<file path="src/rtl/sdr_cmd_pkg.sv">
package sdr_cmd_pkg;

    typedef enum logic [3:0] {
        CMD_NOP  = 4'd0,
        CMD_ACT  = 4'd1,
        CMD_RD   = 4'd2,
        CMD_WR   = 4'd3,
        CMD_BST  = 4'd4,
        CMD_PRE  = 4'd5,
        CMD_AREF = 4'd6,
        CMD_SREF = 4'd7,
        CMD_LMR  = 4'd8
    } sdr_cmd_e;

    // Extra clocks of read-mask delay beyond the write path
    localparam int RD_MASK_EXTRA = 2;

    function automatic int col_bits(input int data_w);
        if (data_w >= 16)
            return 8;
        else if (data_w >= 8)
            return 9;
        else
            return 10;
    endfunction

    function automatic int mask_bits(input int data_w);
        if (data_w > 8)
            return data_w / 8;
        else
            return 1;
    endfunction

endpackage

</file>
<file path="src/rtl/sdr_pin_classify.sv">
module sdr_pin_classify
    import sdr_cmd_pkg::*;
(
    input  logic     cs_n,
    input  logic     ras_n,
    input  logic     cas_n,
    input  logic     we_n,
    input  logic     cke,
    output sdr_cmd_e cmd
);

    sdr_cmd_e raw_cmd;

    always_comb begin
        raw_cmd = CMD_NOP;
        if (!cs_n) begin
            case ({ras_n, cas_n, we_n})
                3'b111:  raw_cmd = CMD_NOP;
                3'b011:  raw_cmd = CMD_ACT;
                3'b101:  raw_cmd = CMD_RD;
                3'b100:  raw_cmd = CMD_WR;
                3'b110:  raw_cmd = CMD_BST;
                3'b010:  raw_cmd = CMD_PRE;
                3'b001:  raw_cmd = CMD_AREF;
                3'b000:  raw_cmd = CMD_LMR;
                default: raw_cmd = CMD_NOP;
            endcase
        end
    end

    // Clock enable low keeps only the refresh encoding, turned into self-refresh entry
    always_comb begin
        if (cke)
            cmd = raw_cmd;
        else if (raw_cmd == CMD_AREF)
            cmd = CMD_SREF;
        else
            cmd = CMD_NOP;
    end

endmodule

</file>
<file path="src/rtl/sdr_field_extract.sv">
module sdr_field_extract
    import sdr_cmd_pkg::*;
#(
    parameter int ADDR_W = 12,
    parameter int BANK_W = 2,
    parameter int COL_W  = 10,
    parameter int AP_BIT = 10
) (
    input  sdr_cmd_e            cmd,
    input  logic [BANK_W-1:0]   ba,
    input  logic [ADDR_W-1:0]   addr,
    input  logic [ADDR_W-1:0]   ref_row,
    output logic [BANK_W-1:0]   bank,
    output logic [ADDR_W-1:0]   row,
    output logic [COL_W-1:0]    col,
    output logic                autopre,
    output logic                preall,
    output logic [ADDR_W-1:0]   opcode
);

    logic [COL_W-1:0] col_field;

    generate
        if (COL_W < ADDR_W) begin : g_col_narrow
            assign col_field = addr[COL_W-1:0];
        end else begin : g_col_full
            assign col_field = COL_W'(addr);
        end
    endgenerate

    always_comb begin
        bank    = '0;
        row     = '0;
        col     = '0;
        autopre = 1'b0;
        preall  = 1'b0;
        opcode  = '0;
        case (cmd)
            CMD_ACT: begin
                bank = ba;
                row  = addr;
            end
            CMD_RD, CMD_WR: begin
                bank    = ba;
                col     = col_field;
                autopre = addr[AP_BIT];
            end
            CMD_PRE: begin
                preall = addr[AP_BIT];
                bank   = addr[AP_BIT] ? '0 : ba;
            end
            CMD_AREF, CMD_SREF: begin
                row = ref_row;
            end
            CMD_LMR: begin
                opcode = addr;
            end
            default: begin
            end
        endcase
    end

endmodule

</file>
<file path="src/rtl/sdr_refresh_ctr.sv">
module sdr_refresh_ctr #(
    parameter int CNT_W = 12
) (
    input  logic             clk,
    input  logic             rst_n,
    input  logic             inc,
    output logic [CNT_W-1:0] cnt
);

    typedef struct packed {
        logic [CNT_W-1:0] cnt;
    } ctr_t;

    ctr_t ctr_d, ctr_q;

    always_comb begin
        ctr_d = ctr_q;
        if (inc)
            ctr_d.cnt = ctr_q.cnt + CNT_W'(1);
    end

    always_ff @(posedge clk) begin
        if (!rst_n)
            ctr_q <= '0;
        else
            ctr_q <= ctr_d;
    end

    assign cnt = ctr_q.cnt;

    AST_REF_STEP: assert property (@(posedge clk) disable iff (!rst_n)
        inc |=> (cnt == CNT_W'($past(cnt) + CNT_W'(1))));

    AST_REF_HOLD: assert property (@(posedge clk) disable iff (!rst_n)
        !inc |=> $stable(cnt));

endmodule

</file>
<file path="src/rtl/sdr_mask_pipe.sv">
module sdr_mask_pipe
    import sdr_cmd_pkg::*;
#(
    parameter int MASK_W = 1
) (
    input  logic              clk,
    input  logic              rst_n,
    input  logic [MASK_W-1:0] dqm,
    output logic [MASK_W-1:0] wr_en,
    output logic [MASK_W-1:0] rd_oe
);

    localparam int RD_STAGES = RD_MASK_EXTRA + 1;

    typedef struct packed {
        logic [MASK_W-1:0]                wr_en;
        logic [RD_STAGES-1:0][MASK_W-1:0] rd_pipe;
    } mpipe_t;

    mpipe_t mp_d, mp_q;

    always_comb begin
        mp_d            = mp_q;
        mp_d.wr_en      = ~dqm;
        mp_d.rd_pipe[0] = ~dqm;
        for (int s = 1; s < RD_STAGES; s++)
            mp_d.rd_pipe[s] = mp_q.rd_pipe[s-1];
    end

    always_ff @(posedge clk) begin
        if (!rst_n)
            mp_q <= '0;
        else
            mp_q <= mp_d;
    end

    assign wr_en = mp_q.wr_en;
    assign rd_oe = mp_q.rd_pipe[RD_STAGES-1];

    AST_WR_MASK_SAME: assert property (@(posedge clk) disable iff (!rst_n)
        (dqm == '1) |=> (wr_en == '0));

    AST_WR_OPEN_SAME: assert property (@(posedge clk) disable iff (!rst_n)
        (dqm == '0) |=> (wr_en == '1));

    AST_RD_MASK_LATE: assert property (@(posedge clk) disable iff (!rst_n)
        (dqm == '1) |-> ##3 (rd_oe == '0));

endmodule

</file>
<file path="src/rtl/sdr_cmd_front.sv">
module sdr_cmd_front
    import sdr_cmd_pkg::*;
#(
    parameter  int DATA_W = 4,
    parameter  int ADDR_W = 12,
    parameter  int BANK_W = 2,
    parameter  int AP_BIT = 10,
    localparam int COL_W  = col_bits(DATA_W),
    localparam int MASK_W = mask_bits(DATA_W)
) (
    input  logic              clk,
    input  logic              rst_n,
    input  logic              cs_n,
    input  logic              ras_n,
    input  logic              cas_n,
    input  logic              we_n,
    input  logic              cke,
    input  logic [BANK_W-1:0] ba,
    input  logic [ADDR_W-1:0] addr,
    input  logic [MASK_W-1:0] dqm,
    output logic              cmd_vld,
    output logic [3:0]        cmd_code,
    output logic [BANK_W-1:0] cmd_bank,
    output logic [ADDR_W-1:0] cmd_row,
    output logic [COL_W-1:0]  cmd_col,
    output logic              cmd_autopre,
    output logic              cmd_preall,
    output logic [ADDR_W-1:0] cmd_opcode,
    output logic [MASK_W-1:0] wr_en,
    output logic [MASK_W-1:0] rd_oe
);

    typedef struct packed {
        logic              vld;
        sdr_cmd_e          code;
        logic [BANK_W-1:0] bank;
        logic [ADDR_W-1:0] row;
        logic [COL_W-1:0]  col;
        logic              autopre;
        logic              preall;
        logic [ADDR_W-1:0] opcode;
    } dec_t;

    dec_t dec_d, dec_q;

    sdr_cmd_e          cur_cmd;
    logic [ADDR_W-1:0] ref_row;
    logic [BANK_W-1:0] f_bank;
    logic [ADDR_W-1:0] f_row;
    logic [COL_W-1:0]  f_col;
    logic              f_autopre;
    logic              f_preall;
    logic [ADDR_W-1:0] f_opcode;
    logic              ref_inc;

    sdr_pin_classify u_classify (
        .cs_n  (cs_n),
        .ras_n (ras_n),
        .cas_n (cas_n),
        .we_n  (we_n),
        .cke   (cke),
        .cmd   (cur_cmd)
    );

    sdr_field_extract #(
        .ADDR_W (ADDR_W),
        .BANK_W (BANK_W),
        .COL_W  (COL_W),
        .AP_BIT (AP_BIT)
    ) u_fields (
        .cmd     (cur_cmd),
        .ba      (ba),
        .addr    (addr),
        .ref_row (ref_row),
        .bank    (f_bank),
        .row     (f_row),
        .col     (f_col),
        .autopre (f_autopre),
        .preall  (f_preall),
        .opcode  (f_opcode)
    );

    assign ref_inc = (cur_cmd == CMD_AREF);

    sdr_refresh_ctr #(
        .CNT_W (ADDR_W)
    ) u_refctr (
        .clk   (clk),
        .rst_n (rst_n),
        .inc   (ref_inc),
        .cnt   (ref_row)
    );

    sdr_mask_pipe #(
        .MASK_W (MASK_W)
    ) u_mask (
        .clk   (clk),
        .rst_n (rst_n),
        .dqm   (dqm),
        .wr_en (wr_en),
        .rd_oe (rd_oe)
    );

    always_comb begin
        dec_d         = '0;
        dec_d.vld     = (cur_cmd != CMD_NOP);
        dec_d.code    = cur_cmd;
        dec_d.bank    = f_bank;
        dec_d.row     = f_row;
        dec_d.col     = f_col;
        dec_d.autopre = f_autopre;
        dec_d.preall  = f_preall;
        dec_d.opcode  = f_opcode;
    end

    always_ff @(posedge clk) begin
        if (!rst_n)
            dec_q <= '0;
        else
            dec_q <= dec_d;
    end

    assign cmd_vld     = dec_q.vld;
    assign cmd_code    = dec_q.code;
    assign cmd_bank    = dec_q.bank;
    assign cmd_row     = dec_q.row;
    assign cmd_col     = dec_q.col;
    assign cmd_autopre = dec_q.autopre;
    assign cmd_preall  = dec_q.preall;
    assign cmd_opcode  = dec_q.opcode;

    AST_INHIBIT_SILENT: assert property (@(posedge clk) disable iff (!rst_n)
        cs_n |=> (!cmd_vld && cmd_code == 4'd0));

    AST_CKE_LOW_FILTER: assert property (@(posedge clk) disable iff (!rst_n)
        !cke |=> (!cmd_vld || cmd_code == 4'(CMD_SREF)));

    AST_PREALL_NO_BANK: assert property (@(posedge clk) disable iff (!rst_n)
        cmd_preall |-> (cmd_code == 4'(CMD_PRE) && cmd_bank == '0));

    AST_AP_COLUMN_ONLY: assert property (@(posedge clk) disable iff (!rst_n)
        cmd_autopre |-> (cmd_code == 4'(CMD_RD) || cmd_code == 4'(CMD_WR)));

    AST_IDLE_FIELDS_ZERO: assert property (@(posedge clk) disable iff (!rst_n)
        !cmd_vld |-> (cmd_code == 4'd0 && cmd_row == '0 && cmd_col == '0
                      && cmd_bank == '0 && cmd_opcode == '0));

endmodule

</file>
<file path="config.mk">
export PLATFORM = sky130hd
export DESIGN_NAME = sdr_cmd_front
export DESIGN_NICKNAME = d
export VERILOG_FILES = /design/src/rtl/sdr_cmd_pkg.sv /design/src/rtl/sdr_pin_classify.sv /design/src/rtl/sdr_field_extract.sv /design/src/rtl/sdr_refresh_ctr.sv /design/src/rtl/sdr_mask_pipe.sv /design/src/rtl/sdr_cmd_front.sv
export SDC_FILE = /design/constraint.sdc
export NUM_CORES = 1
export LEC_CHECK = 0
export ABC_AREA = 1
export BUFFER_PORTS_ARGS = -buffer_cell sky130_fd_sc_hd__buf_2
export CORE_MARGIN = 5
export CORE_UTILIZATION = 54
export CTS_BUF_LIST = sky130_fd_sc_hd__clkbuf_8
export DETAILED_ROUTE_END_ITERATION = 7
export PLACE_DENSITY = 0.84
export RECOVER_POWER = 25
export SLEW_MARGIN = 30
export SYNTH_ARGS = -nofsm -noshare
export SYNTH_HDL_FRONTEND = slang
export SYNTH_SLANG_ARGS = --single-unit
</file>
<file path="constraint.sdc">
create_clock -name clk -period 1.7 [get_ports clk]
set_input_delay 0.17 -clock clk [delete_from_list [all_inputs] [get_ports clk]]
set_output_delay 0.17 -clock clk [all_outputs]
set_load 0.01 [all_outputs]
</file>
== Word level (Yosys, flattened, before mapping) ==
Memories as Yosys holds them, arrays and structs flattened.
Index checks and enable logic that the tools add are counted.

* Add/subtract/negate cells: 1
* Multipliers: 0
* Divide/modulo/power cells: 0
* $lt $le $gt $ge: 0
* Equality and inequality tests: 8
* Shifts and indexed selects: 0
* Muxes and demuxes: 6
* Bitwise operators: 1
* Reduce and logical (&&, ||, !) cells: 7

{| class="wikitable"
|+ Operator list
! operator !! number
|-
| one-hot mux 12 bit (2 select lines) || 1
|-
| equality test 4 x 3 -> 1 bit (second input constant) || 4
|-
| adder 12 x 1 -> 12 bit (second input constant) || 1
|-
| equality test 4 x 2 -> 1 bit (second input constant) || 2
|-
| 2-to-1 mux 4 bit || 2
|-
| AND reduction 2 bit || 3
|-
| equality test 4 x 1 -> 1 bit (second input constant) || 1
|-
| equality test 4 bit (second input constant) || 1
|-
| one-hot mux 2 bit (2 select lines) || 1
|-
| nonzero test 4 bit || 1
|-
| OR reduction 2 bit || 2
|-
| 2-to-1 mux 3 bit || 1
|-
| OR reduction 3 bit || 1
|-
| 2-to-1 mux 2 bit || 1
|-
| NOT 1 bit || 1
|}

* Register bits after elaboration: 58
* Bits in latches: 0
* RAM bits: 0
* Memory bits (read-only): 32
* Output and inout bits: 45
* Memories: 1

{| class="wikitable"
|+ Memories
! memory !! words !! width !! read ports !! clocked after memory_dff !! wr ports !! line !! text
|-
| (no name shown) || 8 || 4 || 1 || 0 || 0 || sdr_pin_classify.sv:17 || <nowiki>case ({ras_n, cas_n, we_n})</nowiki>
|}

== Depth between registers and ports, before layout ==
An unclocked memory read counts as a cell.

* Depth after elaboration: 8
* Depth in mapped cells: 12
* Gate-level depth less buffers: 12

== Hierarchy ==
A second synthesis with hierarchy kept.

* Cells, all modules: 361
* Area, all modules: 2621.3 µm²

{| class="wikitable"
|+ By module, submodules not included
! module !! times used !! cells each !! area an instance (µm²) !! sequential area each (µm²)
|-
| sdr_cmd_front || 1 || 138 || 1253.7 || 860.8
|-
| sdr_refresh_ctr || 1 || 80 || 611.8 || 240.2
|-
| sdr_field_extract || 1 || 100 || 493.0 || 0.0
|-
| sdr_pin_classify || 1 || 34 || 177.7 || 0.0
|-
| sdr_mask_pipe || 1 || 9 || 85.1 || 60.1
|}

== Least setup slack after synthesis ==
Ideal clock, no wire load.

* Path kind: input to register
* Start: input port cas_n
* End: register u_refctr.ctr_q, in the netlist u_refctr.cnt[8]
* Library setup time: 132 ps
* Data arrival time: 1342 ps
* Data required time: 1568 ps
* Setup slack: 225 ps
* Stages: 10
* Path buffers: 1
* Cells stage by stage: inv_1 > ha_1 > nor2_1 > nor2_2 > nand3_2 > o21ai_4 > nand3_2 > buf_6 > nand2_1 > a21oi_1

* Cells in the longest elaborated chain, start to end: 6

{| class="wikitable"
|+ RTL lines
! item !! line !! text
|-
| from (decl) || sdr_cmd_front.sv:15 || <nowiki>input logic cas_n,</nowiki>
|-
| memory (8 x 4 bit) (*) || - ||
|-
| 2-to-1 mux 4 bit (*) || sdr_pin_classify.sv:16 || <nowiki>if (!cs_n) begin</nowiki>
|-
| equality test 4 x 3 -> 1 bit || sdr_pin_classify.sv:35 || <nowiki>else if (raw_cmd == CMD_AREF)</nowiki>
|-
| 2-to-1 mux 3 bit || sdr_pin_classify.sv:35 ||
|-
| 2-to-1 mux 4 bit (*) || sdr_pin_classify.sv:33 || <nowiki>if (cke)</nowiki>
|-
| equality test 4 x 3 -> 1 bit (*) || sdr_cmd_front.sv:83 || <nowiki>assign ref_inc = (cur_cmd == CMD_AREF);</nowiki>
|-
| to (signal assigned) || sdr_refresh_ctr.sv:26 || <nowiki>ctr_q <= ctr_d;</nowiki>
|-
| to (decl) || sdr_refresh_ctr.sv:14 || <nowiki>ctr_t ctr_d, ctr_q;</nowiki>
|}

Mark *: on every way between the ends. The rest lies on a longest branch, timed or not.
A chain may end at the register's enable or synchronous reset.

== Worst setup path after layout ==
* Start: register u_refctr.ctr_q, in the netlist u_refctr.cnt[1]
* End: register u_refctr.ctr_q, in the netlist u_refctr.cnt[8]

* Cells in the longest elaborated chain, start to end: 1

{| class="wikitable"
|+ RTL lines
! item !! line !! text
|-
| adder 12 x 1 -> 12 bit || sdr_refresh_ctr.sv:19 || <nowiki>ctr_d.cnt = ctr_q.cnt + CNT_W'(1);</nowiki>
|}

Every way passes these cells.

==> results.py <==
metrics = {
    "run_status": {
        "status": "complete, no violations",
    },
    "logic_synthesis": {
        "synth_compound_area_share_pct": 6.41,
        "synth-warning-count": 0,
        "synth_top_family_by_area": "simple AND/OR/NAND/NOR gates",
        "ys_seq_area_share_pct": 48.0,
        "synthDistinctLibCells": 22,
        "synthTopCellsByArea": "dfxtp_1, nand4_1, nand2_1, a21oi_1, inv_1",
        "syn_nets": 325,
        "muxShareOfSynthArea_pct": 0,
        "synth.avg_cell_area_um2": 8.09,
        "synthSimpleGateAreaFrac_pct": 31.2,
        "ys_seq_elements": 58,
        "yosys.area_share.adder_pct": 2.07,
        "postSynthCellCount": 299,
        "synth_top_area_share_pct": 48.0,
        "synthXorXnorAreaFrac_pct": 2.17,
        "synth_area_um2": 2420,
        "yosys.area.top_type": "dfxtp_1",
    },
    "worst_setup_path": {
        "critPathKind": "flop to flop",
        "crit_arrival_ns": 1.77,
        "worstPathRequired_ns": 1.96,
        "worst_setup_path_start_kind": "flop",
        "cp_max_fo": 5,
        "crit_path_frequent_cell": "nand4_1",
        "rr_startpoint": "u_refctr.cnt[1]$_SDFFE_PN0N_",
        "critPathSlowestCell": "dfxtp_1",
        "startpoint": "u_refctr.cnt[1]$_SDFFE_PN0N_",
        "slowest_delay_ns": 0.41,
        "worstPathCellList": "ha_1 -> inv_1 -> nor2_1 -> nand4_1 -> nand2_1 -> nand4_1 -> a21oi_1",
        "critPathCaptureType": "flop",
    },
    "global_routing": {
        "grt_pass1_vias": 2104,
        "grt_overflow": 0,
        "grt_usage_pct": 19.7,
        "grt_antenna_before_repair": 0,
        "grt_pass1_wl_um": 9470,
        "grt_max_degree": 28,
    },
    "die": {
        "die_w_um": 76.9,
        "die_h_um": 76.9,
        "die_area_um2": 5920,
        "io_pins": 67,
        "core_um2": 4350,
        "start_util_pct": 55.5,
        "fp-row-count": 24,
    },
    "place": {
        "place_inst": 412,
        "dpl_cell_area_um2": 2780,
        "routabilityCongestion": 0.862,
        "port_buffers": 66,
        "hpwl_um": 4090,
    },
    "layout": {
        "syn_to_final_growth_pct": 22.2,
        "layout-drive-gt1-share_pct": 26.3,
        "diodes": 0,
        "stdcell_count": 429,
        "final_area_um2": 2960,
        "fin_nets": 398,
        "fin_util_pct": 67.9,
    },
    "power_and_ir_drop": {
        "irDropWorstVdd_v": 0.000446,
        "leakage_nw": 1.36,
        "p_per_area_nw_per_um2": 944,
        "power_w": 0.00279,
    },
    "clocking": {
        "clk_latency_ns": 0.33,
        "clockBufferDepth": 2,
        "cts_tree": "done",
        "cts.clk_slew.worst_paths_ns": 0.07,
        "cts.htree.levels": 3,
        "root_buffer": "clkbuf_8",
        "cts_sinks": 58,
        "post_cts_buffers": 0,
        "cts_made_buffers": 9,
    },
    "detailed_routing": {
        "dr.first_iter.drc_count": 134,
        "drtPass1Iterations": 4,
        "viasPerCell": 5.15,
        "vias": 2211,
        "routedWlPerCell_um": 13.2,
        "drcViolationCount": 0,
        "drt-total-wl_um": 5680,
        "ant_nets": 0,
    },
    "timing": {
        "period_minus_slack_ns": 1.51,
        "setup_tns_ns": 0,
        "slew_headroom_pct": 78.4,
        "fin_crit_sh_pct": 88.9,
        "timing.fmax_mhz": 661,
        "setup_viol": 0,
        "rsz0062_at_grt": "false",
        "hold_violations": 0,
        "drv_slew": 0,
        "finClkSkew_ns": 0.00802,
        "worstMarginPinSlew_ns": 0.323,
    },
    "run": {
        "cap_violations": 0,
    },
    "worst_hold_path": {
        "min_from": "ba[1]",
        "hp-class": "input pin to flop",
    },
}
==> final timing paths <==
| path | to | slack [ns] | cells after the start |
|---|---|---|---|
| setup / recovery | u_refctr.cnt[8]$_SDFFE_PN0N_ | 0.19 | 7 |
| hold / removal | cmd_bank[1]$_SDFF_PN0_ | 0.05 | 3 |
| setup reg to reg | u_refctr.cnt[8]$_SDFFE_PN0N_ | 0.19 | 7 |
| hold reg to reg | u_mask.rd_oe$_SDFF_PN0_ | 0.41 | 2 |
==> area by class of cell <==
| type | count | area, µm² |
|---|---|---|
| clock inverters | 4 | 25.0 |
| inverters | 37 | 139 |
| fillers | 340 | 1400 |
| well taps | 52 | 65.1 |
| repair buffers | 77 | 388 |
| multi-input cells | 189 | 1010 |
| clock buffers | 12 | 165 |
| flip-flops and latches | 58 | 1160 |
==> flip-flops by register name (all words and copies together), names as in the netlist <==
register and count:
cmd_autopre 1, cmd_bank 2, cmd_code 4, cmd_col 10, cmd_opcode 12, cmd_preall 1, cmd_row 12, cmd_vld 1
u_mask.mp_d 1, u_mask.rd_oe 1, u_mask.wr_en 1, u_refctr.cnt 12
==> worst max-delay path, delay by kind of cell, from the launching register on <==
family                     cells  cell delay [ns]
DFF                            1             0.41
AOI/OAI and AO/OA              1             0.15
and+or+nand+nor                4             0.54
buffers and inverters          1             0.06
adders and majority gates      1             0.28
==> synthesized netlist by cell type <==
cell,count
xnor2_1,3
nor2_1,28
buf_6,6
buf_1,1
nand2_1,50
nor3_1,1
nand4_1,37
nand3_1,9
o21ai_4,1
xor2_1,3
o21ai_2,1
nand3_2,4
clkbuf_1,4
dfxtp_1,58
buf_2,4
a21oi_1,26
nand3b_1,2
nor2_2,18
inv_1,34
ha_1,4
inv_2,3
nand2_2,2
==> where the power goes <==
group | internal [W] | switching (W) | total [W] | leakage [nW]
Clock | 0.000642 | 0.000531 | 0.00117 | 0.0944
Sequential | 0.00138 | 0.00000633 | 0.00139 | 0.469
Combinational | 0.0000785 | 0.000150 | 0.000229 | 0.799
==> metal layers <==
metal	up-vias	GRT usage, %	wire [µm]
met2	65	31.5	2760
met4	0	10.1	89
met5	-	0	0
li1	1119	-	-
met1	1017	24.2	2430
met3	10	5.27	396
==> kinds of logic after synthesis <==
| logic type | Yosys count |
|---|---|
| and+or+nand+nor | 151 |
| DFF | 58 |
| buffers and inverters | 52 |
| AOI/OAI and AO/OA | 28 |
| xor gates and xnor gates | 6 |
| adders and majority gates | 4 |
==> through the flow <==
step	setup WS, ns	hold WS [ns]
floorplan	0.225	0.242
global placement	0.0142	0.327
detailed placement	-0.0533	0.331
CTS	0.207	0.0359
global route	0.0350	0.0431
finish	0.188	0.0500
==> placed cells by master, fill, tap and decap left out <==
cell / instances
a21oi_1: 26
buf_2: 44
buf_4: 10
clkbuf_1: 22
clkbuf_8: 12
clkinv_2: 2
clkinvlp_4: 2
dfxtp_1: 58
dlygate4sd3_1: 1
ha_1: 4
inv_1: 34
inv_2: 3
nand2_1: 50
nand2_2: 2
nand3_1: 9
nand3_2: 4
nand3b_1: 2
nand4_1: 37
nor2_1: 28
nor2_2: 18
nor3_1: 1
o21ai_2: 1
o21ai_4: 1
xnor2_1: 3
xor2_1: 3
==> what timing repair did <==
item,4_1_cts,5_1_grt
endpoints found under the hold margin,1,0
gates resized for setup,0,0
setup endpoints to repair,0,0
hold buffers,1,0
No activity file was read; power rests on OpenSTA's default activity.
